## config.mk

```make
export PLATFORM = sky130hd
export DESIGN_NAME = qdac_serial_if
export DESIGN_NICKNAME = d
export VERILOG_FILES = /design/src/rtl/qdac_pkg.sv /design/src/rtl/qdac_shift.sv /design/src/rtl/qdac_chan_bank.sv /design/src/rtl/qdac_serial_if.sv
export SDC_FILE = /design/constraint.sdc
export NUM_CORES = 1
export LEC_CHECK = 0
export BUFFER_PORTS_ARGS = -buffer_cell sky130_fd_sc_hd__buf_4
export CAP_MARGIN = 30
export CELL_PAD_IN_SITES_DETAIL_PLACEMENT = 0
export CELL_PAD_IN_SITES_GLOBAL_PLACEMENT = 1
export CORE_ASPECT_RATIO = 0.9
export CORE_UTILIZATION = 48
export CTS_CLUSTER_SIZE = 20
export DETAILED_ROUTE_END_ITERATION = 10
export PLACE_DENSITY_LB_ADDON = 0.1
export SLEW_MARGIN = 20
export SYNTH_ARGS = -nofsm -noshare
export SYNTH_HDL_FRONTEND = slang
export SYNTH_SLANG_ARGS = --single-unit
```

## constraint.sdc

```tcl
create_clock -name clk_i -period 5.01 [get_ports clk_i]
set_clock_uncertainty 0.05 [all_clocks]
set_input_delay 0.501 -clock clk_i [delete_from_list [all_inputs] [get_ports clk_i]]
set_output_delay 0.501 -clock clk_i [all_outputs]
set_load 0.05 [all_outputs]
```

## src/rtl/qdac_pkg.sv

```systemverilog
package qdac_pkg;
  localparam int unsigned CH_N    = 4;
  localparam int unsigned CODE_W  = 8;
  localparam int unsigned FRAME_W = 12;
endpackage

```

## src/rtl/qdac_shift.sv

```systemverilog
module qdac_shift #(
  parameter int unsigned FRAME_W = 12,
  parameter int unsigned ADDR_W  = 2,
  parameter int unsigned CODE_W  = 8
) (
  input  logic              clk_i,
  input  logic              rst_ni,
  input  logic              sclk_i,
  input  logic              sdi_i,
  input  logic              ld_i,
  output logic [ADDR_W-1:0] addr_o,
  output logic [CODE_W-1:0] data_o,
  output logic              sdo_o,
  output logic              sdo_oe_o
);
  logic               sclk_q;
  logic [FRAME_W-1:0] sh_q;
  logic               shift_en;

  // sclk_q tracks even while ld is low so edges seen then are dropped
  assign shift_en = ld_i & sclk_i & ~sclk_q;

  always_ff @(posedge clk_i or negedge rst_ni) begin
    if (!rst_ni) begin
      sclk_q <= 1'b1;
      sh_q   <= '0;
    end else begin
      sclk_q <= sclk_i;
      if (shift_en) sh_q <= {sh_q[FRAME_W-2:0], sdi_i};
    end
  end

  assign data_o   = sh_q[CODE_W-1:0];
  assign addr_o   = sh_q[CODE_W+ADDR_W-1:CODE_W];
  assign sdo_o    = sh_q[FRAME_W-1];
  assign sdo_oe_o = ld_i;
endmodule

```

## src/rtl/qdac_chan_bank.sv

```systemverilog
module qdac_chan_bank #(
  parameter int unsigned CH_N   = 4,
  parameter int unsigned CODE_W = 8,
  localparam int unsigned ADDR_W = $clog2(CH_N),
  localparam logic [CODE_W-1:0] MID = CODE_W'(1) << (CODE_W - 1)
) (
  input  logic                     clk_i,
  input  logic                     arst_ni,
  input  logic                     ld_i,
  input  logic [ADDR_W-1:0]        addr_i,
  input  logic [CODE_W-1:0]        data_i,
  output logic [CH_N*CODE_W-1:0]   code_o,
  output logic [CH_N-1:0]          preset_o
);
  for (genvar g = 0; g < CH_N; g++) begin : g_ch
    logic [CODE_W-1:0] lat_q;
    logic              flag_q;
    logic              sel;
    logic              open;

    assign sel  = ~ld_i & (addr_i == ADDR_W'(g));
    assign open = sel & arst_ni;

    always_ff @(posedge clk_i or negedge arst_ni) begin
      if (!arst_ni) begin
        lat_q  <= MID;
        flag_q <= 1'b1;
      end else if (sel) begin
        lat_q  <= data_i;
        flag_q <= 1'b0;
      end
    end

    // transparent path while the strobe is low
    assign code_o[g*CODE_W +: CODE_W] = open ? data_i : lat_q;
    assign preset_o[g]                = flag_q & ~open;
  end
endmodule

```

## src/rtl/qdac_serial_if.sv

```systemverilog
module qdac_serial_if #(
  parameter int unsigned CH_N    = qdac_pkg::CH_N,
  parameter int unsigned CODE_W  = qdac_pkg::CODE_W,
  parameter int unsigned FRAME_W = qdac_pkg::FRAME_W,
  localparam int unsigned ADDR_W = $clog2(CH_N)
) (
  input  logic                   clk_i,
  input  logic                   rst_ni,
  input  logic                   preset_ni,
  input  logic                   sclk_i,
  input  logic                   sdi_i,
  input  logic                   ld_i,
  output logic                   sdo_o,
  output logic                   sdo_oe_o,
  output logic [CH_N*CODE_W-1:0] code_o,
  output logic [CH_N-1:0]        preset_o
);
  logic [ADDR_W-1:0] addr;
  logic [CODE_W-1:0] data;
  logic              bank_rst_n;

  assign bank_rst_n = rst_ni & preset_ni;

  qdac_shift #(
    .FRAME_W(FRAME_W),
    .ADDR_W (ADDR_W),
    .CODE_W (CODE_W)
  ) u_shift (
    .clk_i   (clk_i),
    .rst_ni  (rst_ni),
    .sclk_i  (sclk_i),
    .sdi_i   (sdi_i),
    .ld_i    (ld_i),
    .addr_o  (addr),
    .data_o  (data),
    .sdo_o   (sdo_o),
    .sdo_oe_o(sdo_oe_o)
  );

  qdac_chan_bank #(
    .CH_N  (CH_N),
    .CODE_W(CODE_W)
  ) u_bank (
    .clk_i   (clk_i),
    .arst_ni (bank_rst_n),
    .ld_i    (ld_i),
    .addr_i  (addr),
    .data_i  (data),
    .code_o  (code_o),
    .preset_o(preset_o)
  );
endmodule

```

# Word-level counts from Yosys, hierarchy flattened

Index checks and enable logic that the tools add are counted.

Equality and inequality tests: 3
Mux-type cells: 4
Bitwise operators: 21
Reduce and logical (&&, ||, !) cells: 1

Operators by type and width:

| operator                                                              | number |
|---|---|
| 8-bit two-way mux                                                     | 4 |
| 1-bit AND                                                             | 15 |
| 1-bit NOT                                                             | 6 |
| 2-bit equality test, second input constant                            | 2 |
| 2-bit by 1-bit equality test with 1-bit output, second input constant | 1 |
| 2-bit logical NOT                                                     | 1 |

Register bits: 49
Input port bits: 6
Output and inout port bits: 38
Logic and storage cells: 39

# Logic depth before layout (Yosys ltp)

Gate-level depths: netlist of the first run.

Depth in word-level cells: 5
Gate-level depth with buffers: 5

# Modules after synthesis

Synthesis of the first run repeated with hierarchy kept, for this count alone.

Cells, all modules: 160
Area, all modules: 2439.8 sq um

By module, submodules not included:

| module         | instances | cells an instance | area an instance (sq um) |
|---|---|---|---|
| qdac_chan_bank | 1         | 121               | 1820.5 |
| qdac_shift     | 1         | 38                | 613.1 |
| qdac_serial_if | 1         | 1                 | 6.3 |

# Worst setup path after synthesis of the first run

OpenSTA, ideal clock, no wires.

Path type: input port to output port
From: in ld_i
To: out code_o[10]
Arrival: 1691 ps
Required time: 4459 ps
Slack: 2768 ps
Cell stages on the path: 4
Path buffers: 1
Cells stage by stage: buf_2 nor2b_2 nor3b_4 mux2_2

Word-level cells in the longest chain between the ends: 4

RTL lines:

| what              | RTL line             | text |
|---|---|---|
| start, declared   | qdac_serial_if.sv:12 | `input logic ld_i,` |
| 1-bit NOT         | qdac_chan_bank.sv:21 | `assign sel = ~ld_i & (addr_i == ADDR_W'(g));` |
| 1-bit AND         | qdac_chan_bank.sv:21 |  |
| 1-bit AND         | qdac_chan_bank.sv:22 | `assign open = sel & arst_ni;` |
| 8-bit two-way mux | qdac_chan_bank.sv:35 | `assign code_o[g*CODE_W +: CODE_W] = open ? data_i : lat_q;` |
| end, declared     | qdac_serial_if.sv:15 | `output logic [CH_N*CODE_W-1:0] code_o,` |

No other way between the ends.

# Worst setup path after layout of the first run

From: in rst_ni
To: out code_o[19]

Word-level cells in the longest chain between the ends: 3

RTL lines:

| what              | RTL line             | text |
|---|---|---|
| start, declared   | qdac_serial_if.sv:8  | `input logic rst_ni,` |
| 1-bit AND         | qdac_serial_if.sv:22 | `assign bank_rst_n = rst_ni & preset_ni;` |
| 1-bit AND         | qdac_chan_bank.sv:22 |  |
| 8-bit two-way mux | qdac_chan_bank.sv:35 |  |

No other way between the ends.

==> results.sh, run 1 <==
export IMPL_cp_common_cell="buf_4"
export IMPL_num_antenna_cells=0
export IMPL_synth_seq_cells=49
export IMPL_met3_wirelength_um=169
export IMPL_syn_nets=166
export IMPL_synthTopCellsByArea="dfrtp_1, mux2_2, dfstp_2"
export IMPL_finalSetupViolCount=0
export IMPL_grt_use_total_pct=19.1
export IMPL_crit_family="buffers and inverters"
export IMPL_antenna_found_initial=0
export IMPL_cp_depth=6
export IMPL_hold_viol=0
export IMPL_tightest_slew_ns=0.750
export IMPL_vdd_drop_max_mv=0.270
export IMPL_clock_root_buffer="clkbuf_8"
export IMPL_drtAntennaViolNets=0
export IMPL_num_rows=23
export IMPL_first_iter_violations=37
export IMPL_netlist_area_leader_share_pct=42.5
export IMPL_die_w_um=75.9
export IMPL_core_mm2=0.00458
export IMPL_layout_commonest_cell="mux2_2"
export IMPL_dieArea_mm2=0.00520
export IMPL_cp_end_kind="primary output"
export IMPL_start_kind="input port"
export IMPL_path_cells="dlygate4sd3_1, buf_4, nand2_1, nor3_2, mux2_2, buf_4"
export IMPL_dp_hpwl_um=3060
export IMPL_crit_fanout=15
export IMPL_max_cap_violations=0
export IMPL_synth_cell_type_count=20
export IMPL_io_buffers=43
export IMPL_nets=204
export IMPL_post_cts_buffers=0
export IMPL_drc_errors=0
export IMPL_highest_layer="met4"
export IMPL_syn2layout_area_growth_pct=18.4
export IMPL_top_level_ports=44
export IMPL_routed_wl_um=4370
export IMPL_crit_type="input port to primary output"
export IMPL_period_minus_slack_ns=3.21
export IMPL_clk_insertion_delay_late_ns=0.29
export IMPL_final_cell_mix="mux2_2, buf_4, dfrtp_1, dfstp_2, mux2_4"
export IMPL_routedWlPerCell_um=16.7
export IMPL_max_stage_delay_ns=0.61
export IMPL_yosysTopAreaCell="dfrtp_1"
export IMPL_vias=1366
export IMPL_status="completed"
export IMPL_dr_pass1_iters=2
export IMPL_route_met2_wl_um=2220
export IMPL_cts_made_buffers=5
export IMPL_ctsResizeCount=0
export IMPL_die_h_um=68.5
export IMPL_place_congestion=0.763
export IMPL_via_per_inst=5.23
export IMPL_rsz0062_at_grt="no"
export IMPL_maxSlewHeadroom_pct=49.9
export IMPL_met1_length_um=1930
export IMPL_period_share_pct=64.1
export IMPL_min_path_cells=1
export IMPL_clk_pin_slew_ns=0.08
export IMPL_power_leakage_nw=1.40
export IMPL_cp_slowest_cell="nor3_2"
export IMPL_synth_area_mm2=0.00236
export IMPL_cp_buffers_inverters=3
export IMPL_tns_ns=0
export IMPL_start_util_pct=51.5
export IMPL_synth_cells=160
export IMPL_crit_arrival_ns=2.66
export IMPL_ys_warn_count=0
export IMPL_clock_sinks=49
export IMPL_hold_path_class="input port to flip-flop"
export IMPL_p_total_w=0.00150
export IMPL_grt_pass1_wl_um=7040
export IMPL_grt_max_degree=28
export IMPL_drive_gt1_share_pct=71.4
export IMPL_syn_area_per_cell_um2=14.7
export IMPL_yosysSeqAreaShare_pct=52.5
export IMPL_max_clock_path_buffers=2
export IMPL_max_freq_mhz=311
export IMPL_ff2ff_path_depth=3
export IMPL_grt_ovfl_total=0
export IMPL_cts_tree="yes"
export IMPL_pwr_density_cell_mw_per_mm2=538
export IMPL_final_max_slew_violation_count=0
export IMPL_hold_buffers=1
export IMPL_htree_num_levels=2
export IMPL_grt_pass1_vias=1320
export IMPL_cp_required_ns=4.46
power breakdown:
part           internal [W]  total [W]  switching, W
combinational      0.000271   0.000641      0.000370
sequential         0.000502   0.000630      0.000128
clock              0.000113   0.000230      0.000117
kinds of logic after synthesis:
group | after synthesis | synth area share [%]
and+or+nand+nor | 20 | 6.58
muxes | 76 | 37.6
buffers and inverters | 15 | 3.34
DFF | 49 | 52.5
flip-flops by register name (all words and copies together) (netlist names):
name,flops
u_shift.sh_q,12
u_shift.sclk_q,1
u_bank.g_ch.flag_q,4
u_bank.g_ch.lat_q,32
per-layer routing:
| metal | track usage, % | vias up |
|---|---|---|
| li1 | - | 634 |
| met1 | 24.6 | 696 |
| met2 | 32.2 | 30 |
| met3 | 4.86 | 6 |
| met4 | 4.86 | 0 |
| met5 | 0 | - |
Yosys cell counts, drive strengths merged:
master	instances
nor3b	1
nand2b	1
buf	14
nand4	1
dfstp	9
nor2b	7
nand3b	1
nor3	2
or4	1
inv	1
dfrtp	40
nor2	1
nand2	2
mux2	76
and2	3
metrics by stage:
stage	setup slack, ns	hold slack (ns)	cells	area, um2	utilization, %
2_1_floorplan	2.77	0.155	160	2360	-
3_3_place_gp	2.42	0.305	252	2690	58.8
3_5_place_dp	2.33	0.307	252	2690	58.8
4_1_cts	1.78	0.261	261	2790	61.0
5_1_grt	1.62	0.258	261	2790	61.0
6_report	1.80	0.272	261	2790	61.0
worst paths after layout:
path	from	slack [ns]	endpoint
worst max register to register	u_shift.sh_q[8]$_DFFE_PN0P_	3.11	u_bank.g_ch[1].lat_q[6]$_DFFE_PN0N_
worst max-delay path	rst_ni	1.80	code_o[19]
worst min-delay path	sclk_i	0.27	u_shift.sclk_q$_DFF_PN1_
min in group asynchronous	preset_ni	0.31	u_bank.g_ch[0].lat_q[3]$_DFFE_PN0P_
max in group asynchronous	rst_ni	3.15	u_bank.g_ch[3].lat_q[7]$_DFFE_PN1P_
worst min register to register	u_bank.g_ch[1].flag_q$_DFFE_PN1N_	0.43	u_bank.g_ch[1].flag_q$_DFFE_PN1N_
cell type report:
| class | instances | area [um2] |
|---|---|---|
| sequential | 49 | 1240 |
| multi-input combinational | 96 | 1040 |
| fill | 379 | 1790 |
| inverter | 1 | 3.75 |
| timing repair buffer | 45 | 340 |
| clock buffer | 8 | 90.1 |
| tap | 62 | 77.6 |
worst reg2reg max path, stage by stage (launching register included):
cell     delay (ns)
dfrtp_1        0.43
nor2b_2        0.25
nor2b_1        0.64
mux2_2         0.42
Note: power is estimated with default switching activity, not from simulation.
==> run 2: changes to the inputs <==
Settings changed: CORE_UTILIZATION 48 to 45.
Clock period 5.01 ns to 3.03 ns, I/O delays scaled along.
==> results.sh, run 2 (synthesis gave the netlist of run 1 again) <==
export IMPL_setup_ws_ns=0.200
export IMPL_multi_input_comb_area_mm2=0.00104
export IMPL_top_regs="u_bank.g_ch.lat_q x32, u_shift.sh_q x12, u_bank.g_ch.flag_q x4"
export IMPL_routed_wl_um=4490
export IMPL_tightest_slew_ns=0.741
export IMPL_vdd_drop_max_mv=0.445
export IMPL_status="completed"
export IMPL_cts_tree="yes"
export IMPL_layout_commonest_cell="mux2_2"
export IMPL_min_path_cells=1
export IMPL_power_leakage_nw=1.40
export IMPL_dr_pass1_iters=4
export IMPL_cp_common_cell="buf_4"
export IMPL_vias=1364
export IMPL_fillers=426
export IMPL_final_cell_mix="mux2_2, buf_4, dfrtp_1, dfstp_2, mux2_4"
export IMPL_hold_viol=0
export IMPL_clk_insertion_delay_late_ns=0.30
export IMPL_drtAntennaViolNets=0
export IMPL_top_register="u_bank.g_ch.lat_q"
export IMPL_htree_num_levels=2
export IMPL_io_buffers=43
export IMPL_power_share_switching_pct=41.4
export IMPL_dp_hpwl_um=3100
export IMPL_start_kind="input port"
export IMPL_p_total_w=0.00249
export IMPL_post_cts_buffers=0
export IMPL_cts_made_buffers=5
export IMPL_drc_errors=0
export IMPL_period_share_pct=93.4
export IMPL_core_mm2=0.00495
export IMPL_antenna_found_initial=0
export IMPL_first_iter_violations=45
export IMPL_start_util_pct=47.6
export IMPL_ctsResizeCount=0
export IMPL_power_net_switching_w=0.00103
export IMPL_max_stage_delay_ns=0.64
export IMPL_drive_gt1_share_pct=71.7
export IMPL_crit_arrival_ns=2.48
export IMPL_largest_reg_flops=32
export IMPL_pwr_density_cell_mw_per_mm2=892
export IMPL_path_cells="dlygate4sd3_1, buf_4, nand2_1, nor3_2, mux2_2, buf_4"
export IMPL_die_h_um=70.7
export IMPL_period_minus_slack_ns=2.83
export IMPL_maxSlewHeadroom_pct=50.3
export IMPL_clock_sinks=49
export IMPL_combPwrFrac_pct=42.8
export IMPL_max_clock_path_buffers=2
export IMPL_final_max_slew_violation_count=0
export IMPL_pwr_share_seq_pct=42.0
export IMPL_ff2ff_path_depth=3
export IMPL_max_cap_violations=0
export IMPL_internal_power_w=0.00146
export IMPL_rsz0062_at_grt="no"
export IMPL_cp_end_kind="primary output"
export IMPL_syn2layout_area_growth_pct=18.4
export IMPL_cp_slowest_cell="nor3_2"
export IMPL_via_per_inst=5.19
export IMPL_place_ws_ns=0.738
export IMPL_clock_root_buffer="clkbuf_8"
export IMPL_grt_use_total_pct=17.9
export IMPL_finalSetupViolCount=0
export IMPL_pwr_share_clk_pct=15.2
export IMPL_hold_path_class="input port to flip-flop"
export IMPL_die_w_um=78.3
export IMPL_tns_ns=0
export IMPL_dieArea_mm2=0.00553
export IMPL_routedWlPerCell_um=17.1
export IMPL_max_freq_mhz=353
export IMPL_nets=204
export IMPL_clk_pin_slew_ns=0.08
export IMPL_grt_max_degree=22
export IMPL_grt_ovfl_total=0
export IMPL_grt_pass1_vias=1468
export IMPL_seq_area_mm2=0.00124
export IMPL_crit_type="input port to primary output"
export IMPL_grt_pass1_wl_um=7450
export IMPL_num_antenna_cells=0
export IMPL_top_level_ports=44
export IMPL_num_rows=24
export IMPL_place_congestion=0.744
export IMPL_crit_fanout=15
export IMPL_cp_required_ns=2.68
[run 2: area by class of cell]
class	instances	share of cell area, %
Inverter	1	0.135
Sequential cell	49	44.3
Clock buffer	7	3.09
Timing Repair Buffer	45	12.2
Tap cell	65	2.91
Multi-Input combinational cell	96	37.3
[run 2: final timing paths]
check | start | end | slack [ns]
max | rst_ni | code_o[23] | 0.20
min | sclk_i | u_shift.sclk_q$_DFF_PN1_ | 0.07
max reg2reg | u_shift.sh_q[8]$_DFFE_PN0P_ | u_bank.g_ch[1].lat_q[1]$_DFFE_PN0N_ | 1.12
min reg2reg | u_bank.g_ch[0].flag_q$_DFFE_PN1P_ | u_bank.g_ch[0].flag_q$_DFFE_PN1P_ | 0.43
max in group asynchronous | rst_ni | u_bank.g_ch[1].flag_q$_DFFE_PN1N_ | 1.28
min in group asynchronous | preset_ni | u_bank.g_ch[3].lat_q[2]$_DFFE_PN0P_ | 0.18
[run 2: worst max-delay path: cells and delay by family]
kind          cells  cell delay (ns)
buf+inv           3             0.94
mux               1             0.42
simple gates      2             0.81
[run 2: power by group through the flow]
| stage | registers [W] | clock network, W | logic, W |
|---|---|---|---|
| finish | 0.00105 | 0.000380 | 0.00107 |
| floorplan | 0.000895 | 0 | 0.000944 |
| detailed placement | 0.00106 | 0 | 0.00107 |
| global placement | 0.00104 | 0 | 0.00105 |
| CTS | 0.00105 | 0.000393 | 0.00108 |
| global route | 0.00107 | 0.000417 | 0.00112 |
[run 2: timing repair]
item	CTS	global route
hold buffers	1	0
endpoints found under the setup margin	0	0
endpoints found under the hold margin	13	0
[run 2: per-stage QoR]
stage | hold WS (ns) | utilization [%] | cell area (um2) | instances
final | 0.0693 | 56.3 | 2790 | 263
after global routing | 0.0564 | 56.3 | 2790 | 263
after CTS | 0.0580 | 56.3 | 2790 | 263
after detailed placement | 0.109 | 54.4 | 2690 | 255
after global placement | 0.104 | 54.4 | 2690 | 255
after floorplan | -0.0426 | - | 2360 | 160
[run 2: per-layer routing]
| layer | global-route usage [%] | share of wire, % |
|---|---|---|
| met2 | 31.1 | 50 |
| met5 | 0 | 0 |
| met4 | 4.94 | 1.1 |
| met3 | 4.13 | 4.1 |
| met1 | 22.6 | 45 |
